--- config.mk ---
export PLATFORM = sky130hd
export DESIGN_NAME = dual_latch_dac_if
export DESIGN_NICKNAME = d
export VERILOG_FILES = /design/src/rtl/dacif_pkg.sv /design/src/rtl/dacif_sync.sv /design/src/rtl/dacif_event.sv /design/src/rtl/dacif_regs.sv /design/src/rtl/dual_latch_dac_if.sv
export SDC_FILE = /design/constraint.sdc
export NUM_CORES = 1
export LEC_CHECK = 0
export ABC_AREA = 1
export BUFFER_PORTS_ARGS = -buffer_cell sky130_fd_sc_hd__buf_4
export CAP_MARGIN = 10
export CORE_ASPECT_RATIO = 1.1
export CORE_UTILIZATION = 51
export DETAILED_ROUTE_END_ITERATION = 6
export PLACE_DENSITY_LB_ADDON = 0.15
export SLEW_MARGIN = 10
export SYNTH_ARGS = -nofsm -noshare
export SYNTH_HDL_FRONTEND = slang
export SYNTH_SLANG_ARGS = --single-unit
--- constraint.sdc ---
create_clock -name clk_i -period 1.5 [get_ports clk_i]
set_input_delay 0.45 -clock clk_i [delete_from_list [all_inputs] [get_ports clk_i]]
set_output_delay 0.45 -clock clk_i [all_outputs]
set_load 0.01 [all_outputs]
--- src/rtl/dacif_pkg.sv ---
package dacif_pkg;

  typedef struct packed {
    logic cs_n;
    logic wr_n;
    logic ld_n;
    logic clr_n;
    logic pd_n;
  } strobe_t;

  localparam int unsigned STROBE_W = $bits(strobe_t);
  localparam strobe_t STROBE_IDLE = '{cs_n: 1'b1, wr_n: 1'b1, ld_n: 1'b1,
                                      clr_n: 1'b1, pd_n: 1'b1};

endpackage

--- src/rtl/dacif_sync.sv ---
module dacif_sync #(
  parameter int unsigned W       = 1,
  parameter int unsigned STAGES  = 2,
  parameter logic [W-1:0] RST_VAL = '0
) (
  input  logic         clk_i,
  input  logic         rst_ni,
  input  logic [W-1:0] d_i,
  output logic [W-1:0] q_o
);

  logic [W-1:0] stage_q [STAGES];

  for (genvar s = 0; s < STAGES; s++) begin : g_stage
    always_ff @(posedge clk_i or negedge rst_ni) begin
      if (!rst_ni) stage_q[s] <= RST_VAL;
      else if (s == 0) stage_q[s] <= d_i;
      else stage_q[s] <= stage_q[(s == 0) ? 0 : s-1];
    end
  end

  assign q_o = stage_q[STAGES-1];

endmodule

--- src/rtl/dacif_event.sv ---
module dacif_event
  import dacif_pkg::*;
(
  input  logic    clk_i,
  input  logic    rst_ni,
  input  strobe_t syn_i,
  output logic    wr_act_o,
  output logic    wr_end_o,
  output logic    auto_o,
  output logic    ld_fall_o,
  output logic    clr_act_o,
  output logic    pd_act_o
);

  logic act_prev_q, ld_prev_q;

  assign wr_act_o = ~syn_i.cs_n & ~syn_i.wr_n;

  always_ff @(posedge clk_i or negedge rst_ni) begin
    if (!rst_ni) begin
      act_prev_q <= 1'b0;
      ld_prev_q  <= 1'b1;
    end else begin
      act_prev_q <= wr_act_o;
      ld_prev_q  <= syn_i.ld_n;
    end
  end

  // first of the two strobes to rise ends the write
  assign wr_end_o  = act_prev_q & ~wr_act_o;
  assign auto_o    = ~syn_i.ld_n;
  assign ld_fall_o = ld_prev_q & ~syn_i.ld_n;
  assign clr_act_o = ~syn_i.clr_n;
  assign pd_act_o  = ~syn_i.pd_n;

endmodule

--- src/rtl/dacif_regs.sv ---
module dacif_regs #(
  parameter int unsigned CODE_W = 8
) (
  input  logic              clk_i,
  input  logic              rst_ni,
  input  logic [CODE_W-1:0] wdata_i,
  input  logic              wr_end_i,
  input  logic              auto_i,
  input  logic              ld_fall_i,
  input  logic              clr_i,
  output logic [CODE_W-1:0] code_q_o,
  output logic              por_o,
  output logic              upd_o
);

  logic [CODE_W-1:0] in_q, in_d, code_q, code_d;
  logic              por_q, por_d, upd_q;

  always_comb begin
    in_d  = wr_end_i ? wdata_i : in_q;
    por_d = por_q & ~wr_end_i;
    if (clr_i)                  code_d = '0;
    else if (wr_end_i && auto_i) code_d = wdata_i;
    else if (ld_fall_i)         code_d = in_q;
    else if (por_q && !wr_end_i) code_d = in_q;  // transparent until first write
    else                        code_d = code_q;
  end

  always_ff @(posedge clk_i or negedge rst_ni) begin
    if (!rst_ni) begin
      in_q   <= '0;
      code_q <= '0;
      por_q  <= 1'b1;
      upd_q  <= 1'b0;
    end else begin
      in_q   <= in_d;
      code_q <= code_d;
      por_q  <= por_d;
      upd_q  <= (code_d != code_q);
    end
  end

  assign code_q_o = code_q;
  assign por_o    = por_q;
  assign upd_o    = upd_q;

endmodule

--- src/rtl/dual_latch_dac_if.sv ---
module dual_latch_dac_if
  import dacif_pkg::*;
#(
  parameter int unsigned CODE_W      = 8,
  parameter int unsigned SYNC_STAGES = 2
) (
  input  logic              clk_i,
  input  logic              rst_ni,
  input  logic              cs_ni,
  input  logic              wr_ni,
  input  logic              ld_ni,
  input  logic              clr_ni,
  input  logic              pd_ni,
  input  logic [CODE_W-1:0] data_i,
  output logic [CODE_W-1:0] code_o,
  output logic              pwrdn_o,
  output logic              out_en_o,
  output logic              upd_o
);

  strobe_t           raw_s, syn_s;
  logic [STROBE_W-1:0] syn_v;
  logic [CODE_W-1:0] data_syn, data_hold_q, code_q;
  logic wr_act, wr_end, auto_upd, ld_fall, clr_act, pd_act, por_q;

  assign raw_s = '{cs_n: cs_ni, wr_n: wr_ni, ld_n: ld_ni, clr_n: clr_ni, pd_n: pd_ni};

  dacif_sync #(.W(STROBE_W), .STAGES(SYNC_STAGES), .RST_VAL(STROBE_IDLE)) i_sync_ctrl (
    .clk_i, .rst_ni, .d_i(raw_s), .q_o(syn_v)
  );
  assign syn_s = strobe_t'(syn_v);

  // data delayed by the same depth so it lines up with the strobes
  dacif_sync #(.W(CODE_W), .STAGES(SYNC_STAGES), .RST_VAL('0)) i_sync_data (
    .clk_i, .rst_ni, .d_i(data_i), .q_o(data_syn)
  );

  dacif_event i_event (
    .clk_i, .rst_ni, .syn_i(syn_s),
    .wr_act_o(wr_act), .wr_end_o(wr_end), .auto_o(auto_upd),
    .ld_fall_o(ld_fall), .clr_act_o(clr_act), .pd_act_o(pd_act)
  );

  always_ff @(posedge clk_i or negedge rst_ni) begin
    if (!rst_ni)     data_hold_q <= '0;
    else if (wr_act) data_hold_q <= data_syn;
  end

  dacif_regs #(.CODE_W(CODE_W)) i_regs (
    .clk_i, .rst_ni, .wdata_i(data_hold_q), .wr_end_i(wr_end), .auto_i(auto_upd),
    .ld_fall_i(ld_fall), .clr_i(clr_act), .code_q_o(code_q), .por_o(por_q), .upd_o
  );

  assign code_o   = clr_ni ? code_q : '0;
  assign pwrdn_o  = pd_act;
  assign out_en_o = ~pd_act;

endmodule

==> flow_summary.json, run 1 <==
{
  "timing.rr.end": "i_regs.upd_o",
  "place_congestion": 0.767,
  "hold_slack_ns": 0.0222,
  "globalRouteOverflowTotal": 0,
  "n_antenna_cell": 0,
  "timing.final.crit_period_ns": 1.60,
  "synth-warning-count": 0,
  "post-dp-hpwl_mm": 2.43,
  "power_leakage_nw": 1.51,
  "initial_utilization": 0.533,
  "run_status": "finished with violations",
  "setup.worst_path.class": "reg2reg",
  "power_switching_share": 0.263,
  "max_freq_ghz": 0.625,
  "synth_cell_type_count": 18,
  "routedWlPerCell_um": 11.1,
  "dominant_combinational_cell_family_by_area_after_synthesis": "simple AND/OR/NAND/NOR gates",
  "timing.reg2reg.worst_path_depth": 11,
  "worst-path-max-fanout": 7,
  "design_area_um2": 2720,
  "drt-total-wl_mm": 3.50,
  "route.detailed.drc": 0,
  "yosysTopAreaCell": "dfrtp_1",
  "slowest_cell_on_crit_path": "dfstp_2",
  "final.setup_skew_ns": 0.00417,
  "final-hold-violation-count": 0,
  "synth_edf_count": 0,
  "h_tree_levels": 2,
  "vias": 1473,
  "ant_nets": 0,
  "regToRegSetupSlack_ns": -0.1,
  "crit_path_cell_trace": "nor2_4, nor2_8, nand2_4, o21ai_2, inv_1, nand2_1, nand2_1, nand2_1, nand2_1, nor2_1, nand2_1",
  "synth_largest_type_area_fraction": 0.494,
  "post_layout_nonfiller_instances": 315,
  "synthesis.instances": 211,
  "place_area_um2": 2490,
  "final.setup.tns_ns": -0.131,
  "share_seq_of_total_power": 0.568,
  "maxSlewViolCount": 0,
  "final.period_utilization": 1.07,
  "synth-main-ff-cell": "dfrtp_1",
  "setup_ws_ns": -0.0988,
  "synth_async_sr_flop_share": 1.00,
  "numCtsBuffers": 5,
  "wire_length_of_the_first_global_routing_pass_mm": 6.37,
  "combPwrFrac": 0.141,
  "grt_util_all_layers": 0.186,
  "synth_area_in_compound_gates": 0.0229,
  "num-nets-final": 277,
  "clk_root_buffer_cell": "clkbuf_8",
  "path_delay_family": "simple AND/OR/NAND/NOR gates",
  "first_global_vias": 1485,
  "clock_sinks": 54,
  "power.ir.vdd_worst_mv": 0.850,
  "path_buf_inv": 1,
  "io_buffers": 25,
  "multi_input_area_um2": 693,
  "share_of_cells_above_drive_strength_1": 0.373,
  "maximum_number_of_pins_on_one_net_before_global_route_repair": 25,
  "power.net_switching_mw": 0.785,
  "crit_path_start_kind": "flip-flop",
  "setup_violation_total_in_the_final_timing_report": 2,
  "synth_simple_gate_area_share": 0.221,
  "actual_transition_at_the_worst_max_transition_pin_ns": 0.280,
  "failed_checks": "negative setup slack",
  "synth_area_per_inst_um2": 10.1,
  "fp.coreArea_um2": 3990,
  "synth_area_leaders": "dfrtp_1, dfstp_2, nand2_1",
  "cellInternalPower_mw": 2.20,
  "syn-num-nets": 226,
  "die-area_um2": 4440,
  "placedCellCount": 301,
  "antenna_found_initial": 0,
  "synth_adder_area_share": 0,
  "number_of_drc_violations_after_detailed_routing_iteration_0": 51,
  "tritoncts": "built",
  "cts.clk_slew.worst_paths_ns": 0.10,
  "critPathMaxStageDelay_ns": 0.57,
  "cp_data_required_time_ns": 1.70,
  "flow.area_growth_from_synthesis_pct": 27.9,
  "max-clock-path-buffers": 2,
  "pwr_density_cell_nw_per_um2": 1090,
  "vert_die_dim_um": 69.8,
  "yosys_register_bits": 54,
  "worstSetupEndpointType": "flip-flop",
  "power_mw": 2.98,
  "hold_buffer_count_at_cts": 0,
  "synth_area_um2": 2130,
  "fillers": 310,
  "drtPass1Iterations": 4,
  "synth.top_cells.by_count": "nand2_1, dfrtp_1, inv_1, nand3_1, dfstp_2",
  "die-width_um": 63.6,
  "yosys.area_share.xor_xnor": 0,
  "vias_per_cell": 4.68,
  "grt_setup_unrepaired": "true",
  "timing.hold.worst.class": "in2async",
  "power.clock.fraction": 0.291,
  "max-cap-violations": 0,
  "insertion_delay_ns": 0.30,
  "launching_point_of_the_worst_reg2reg_path": "i_sync_ctrl.q_o[4]",
  "io_pins": 26,
  "synth_most_common_cell": "nand2_1",
  "tightest_slew_margin_relative_to_the_limit": 0.814,
  "cpMostUsedCell": "nand2_1",
  "ys_seq_area_frac": 0.642,
  "regArea_um2": 1370,
  "fin_util": 0.682,
  "synth_mux_area_frac": 0.0423,
  "critical_path_arrival_ns": 1.80,
  "core.rowCount": 24,
  "preCtsSetupSlack_ns": -0.0902
}
how the worst max path moves through the flow:
stage,startpoint,end,slack (ns),depth (start not counted)
3_3_place_gp,i_sync_ctrl.q_o[3],i_regs.upd_o,-0.06,11
5_1_grt,i_sync_ctrl.q_o[4],i_regs.upd_o,-0.21,12
3_5_place_dp,i_sync_ctrl.q_o[3],i_regs.upd_o,-0.09,11
4_1_cts,i_sync_ctrl.q_o[3],i_regs.upd_o,-0.06,12
2_1_floorplan,i_sync_ctrl.q_o[3],i_regs.upd_o,-0.07,12
6_report,i_sync_ctrl.q_o[4],i_regs.upd_o,-0.1,11
placed cells by master (no fill, tap or decap):
cell type / instances
o21ai_2: 8
dfrtp_1: 42
buf_4: 42
nand2_8: 1
mux2_2: 8
nor2_4: 1
inv_6: 1
dfstp_2: 12
inv_1: 35
nand2_1: 67
nand3_2: 5
nand3b_1: 1
inv_8: 1
inv_2: 2
nand3_4: 1
nand2_2: 2
nor2_8: 1
buf_6: 2
clkbuf_8: 6
buf_12: 1
nand2_4: 4
nand3_1: 17
nor2_1: 2
o21ai_1: 1
repair_timing:
item                                    4_1_cts  5_1_grt
setup buffers                                 4        1
endpoints found under the setup margin        1        6
pin swaps                                     5        4
gates resized for setup                       6       20
gates cloned                                  0        1
kinds of logic after synthesis:
kind of cell	after synthesis
AOI/OAI and AO/OA	9
buffers and inverters	39
DFF	54
and+or+nand+nor	101
muxes	8
worst register-to-register path: cells and delay by family (launching register included):
family	cells	cell delay, ns
buffers and inverters	1	0.07
flip-flops	1	0.57
AND/OR/NAND/NOR	9	0.73
AO/OA/AOI/OAI	1	0.12
layout make-up:
| cell class | count | share of cell area |
|---|---|---|
| clock inverter | 2 | 0.00735 |
| sequential | 54 | 0.502 |
| inverter | 37 | 0.0510 |
| multi-input combinational | 119 | 0.254 |
| timing repair buffer | 45 | 0.131 |
| tap | 52 | 0.0239 |
| clock buffer | 6 | 0.0303 |
sequential cells by signal (all words and copies together), names as in the netlist:
register	count
i_sync_ctrl.q_o	5
i_sync_data.stage_q	8
i_sync_ctrl.stage_q	5
i_regs.in_q	8
i_regs.upd_o	1
i_event.act_prev_q	1
data_hold_q	8
i_sync_data.q_o	8
i_event.ld_prev_q	1
i_regs.por_o	1
i_regs.code_q_o	8
routing by layer:
metal  vias to the layer above  global-route usage  wire [um]
li1                        744                   -          -
met1                       698               0.224       1530
met2                        27               0.318       1820
met3                         4              0.0477        116
met4                         0              0.0657         22
met5                         -                   0          0
power groups by stage:
stage / clock, mW / sequential [mW] / combinational [mW]
global placement: 0 / 1.71 / 0.372
finish: 0.869 / 1.69 / 0.420
floorplan: 0 / 1.69 / 0.227
detailed placement: 0 / 1.71 / 0.386
CTS: 0.910 / 1.69 / 0.398
global route: 0.954 / 1.72 / 0.482
Power figures use the tool's default switching activity.
==> run 2: changes to the inputs <==
- REMOVE_ABC_BUFFERS: not set -> 1
==> run 2 against run 1 <==
Compared with the run above: clock skew up 0.0058 ns; sequential power about the same; via count up 0.81%; cell count up 0.63%; largest power group unchanged; hold slack better by 0.22 ns; the run still ends with negative setup slack left; worst setup slack worse by 0.0026 ns; clock power down 5.3%; first-iteration DRC count down 18%; global-route usage down 1.0 points; routed wire length up 0.71%.
==> flow_summary.json, run 2 (synthesis gave the netlist of run 1 again) <==
{
  "run_status": "finished with violations",
  "failed_checks": "negative setup slack",
  "die-width_um": 63.6,
  "first_global_vias": 1477,
  "critical_path_arrival_ns": 1.81,
  "post_layout_nonfiller_instances": 317,
  "initial_utilization": 0.533,
  "final.period_utilization": 1.07,
  "numCtsBuffers": 5,
  "setup.worst_path.class": "reg2reg",
  "hold_end": "i_sync_ctrl.stage_q[7]",
  "cp_data_required_time_ns": 1.71,
  "vert_die_dim_um": 69.8,
  "maximum_number_of_pins_on_one_net_before_global_route_repair": 41,
  "globalRouteOverflowTotal": 0,
  "final.setup_skew_ns": 0.00999,
  "n_antenna_cell": 0,
  "holdCritStartpoint": "ld_ni",
  "drtPass1Iterations": 4,
  "vias": 1485,
  "core.rowCount": 24,
  "h_tree_levels": 2,
  "place_congestion": 0.791,
  "timing.critical_path.from": "i_sync_ctrl.q_o[4]",
  "power_leakage_nw": 1.52,
  "grt_util_all_layers": 0.175,
  "tritoncts": "built",
  "max_freq_ghz": 0.624,
  "final_common_cell": "nand2_1",
  "pwr_density_cell_nw_per_um2": 1060,
  "io_buffers": 25,
  "timing.final.crit_period_ns": 1.60,
  "cts.clk_slew.worst_paths_ns": 0.10,
  "maxSlewViolCount": 0,
  "drt-total-wl_mm": 3.52,
  "power.ir.vdd_worst_mv": 0.793,
  "fp.coreArea_um2": 3990,
  "antenna_found_initial": 0,
  "placedCellCount": 301,
  "tightest_slew_margin_relative_to_the_limit": 0.859,
  "clk_root_buffer_cell": "clkbuf_8",
  "final-hold-violation-count": 0,
  "post-dp-hpwl_mm": 2.41,
  "vias_per_cell": 4.68,
  "num-nets-final": 279,
  "actual_transition_at_the_worst_max_transition_pin_ns": 0.211,
  "ant_nets": 0,
  "clock_sinks": 54,
  "most-common-layout-cells": "nand2_1, dfrtp_1, buf_4, inv_1, nand3_1",
  "io_pins": 26,
  "met3_track_demand_over_resource_in_global_routing": 0.0395,
  "routedWlPerCell_um": 11.1,
  "worst-path-max-fanout": 6,
  "setup_ws_ns": -0.101,
  "final.setup.tns_ns": -0.101,
  "max-cap-violations": 0,
  "timing.rr.end": "i_regs.upd_o",
  "timing.hold.worst.class": "in2reg",
  "crit_path_start_kind": "flip-flop",
  "launching_point_of_the_worst_reg2reg_path": "i_sync_ctrl.q_o[4]",
  "worstHoldPathCells": 1,
  "grt_util_met1": 0.196,
  "worstSetupEndpointType": "flip-flop",
  "share_of_cells_above_drive_strength_1": 0.423,
  "globalRoute.busiestLayer": "met2",
  "insertion_delay_ns": 0.31,
  "timing.reg2reg.worst_path_depth": 12,
  "die-area_um2": 4440,
  "route.detailed.drc": 0,
  "grt_setup_unrepaired": "true",
  "setup_violation_total_in_the_final_timing_report": 1,
  "place_area_um2": 2500,
  "flow.area_growth_from_synthesis_pct": 30.6,
  "number_of_drc_violations_after_detailed_routing_iteration_0": 42,
  "max-clock-path-buffers": 2,
  "regToRegSetupSlack_ns": -0.10,
  "design_area_um2": 2780,
  "gr_util_met2": 0.322,
  "wire_length_of_the_first_global_routing_pass_mm": 6.03
}
-- run 2: final cells by class --
type,count,area [um^2]
Sequential cell,54,1370
Fill cell,320,1210
Multi-Input combinational cell,119,724
Timing Repair Buffer,47,392
Inverter,37,141
Clock buffer,5,68.8
Tap cell,52,65.1
Clock inverter,3,22.5
-- run 2: timing repair --
action	4_1_cts	5_1_grt
setup endpoints to repair	1	4
gates cloned	1	0
gates resized for setup	5	37
buffers inserted	2	4
hold buffers	1	0
pin swaps	1	21
hold endpoints to repair	12	0
-- run 2: metrics by stage --
stage / total power, mW / hold slack (ns) / util / worst slack (ns)
after floorplan: 1.92 / 0.154 / - / -0.0395
after global placement: 2.09 / 0.322 / 0.627 / -0.0628
after detailed placement: 2.10 / 0.321 / 0.627 / -0.0812
after CTS: 2.93 / 0.231 / 0.659 / -0.0681
after global routing: 3.10 / 0.223 / 0.696 / -0.211
final: 2.96 / 0.239 / 0.696 / -0.101
-- run 2: how the worst max path moves through the flow --
stage | slack (ns) | endpoint | cells past startpoint
2_1_floorplan | -0.04 | i_regs.upd_o | 11
3_3_place_gp | -0.06 | i_regs.upd_o | 11
3_5_place_dp | -0.08 | i_regs.upd_o | 11
4_1_cts | -0.07 | i_regs.upd_o | 11
5_1_grt | -0.21 | i_regs.upd_o | 12
6_report | -0.10 | i_regs.upd_o | 12
-- run 2: report_power, final --
group	total, mW	switching, mW	internal (mW)
Combinational	0.435	0.222	0.213
Sequential	1.70	0.0983	1.60
Clock	0.823	0.485	0.338
-- run 2: worst max-delay path, cell delays in order (launching register included) --
cell,delay (ns)
dfstp_2,0.59
nor2_4,0.07
nor2_8,0.14
nand2_4,0.09
buf_6,0.13
nand3_4,0.07
nand2_2,0.07
nand2_2,0.06
nand2_2,0.05
inv_2,0.04
nand2_2,0.04
nor2_2,0.10
nand2_1,0.05
-- run 2: per-layer routing --
metal	wire, um	up-vias
met3	111	7
met2	1850	28
met5	0	-
li1	-	746
met1	1510	704
met4	49	0
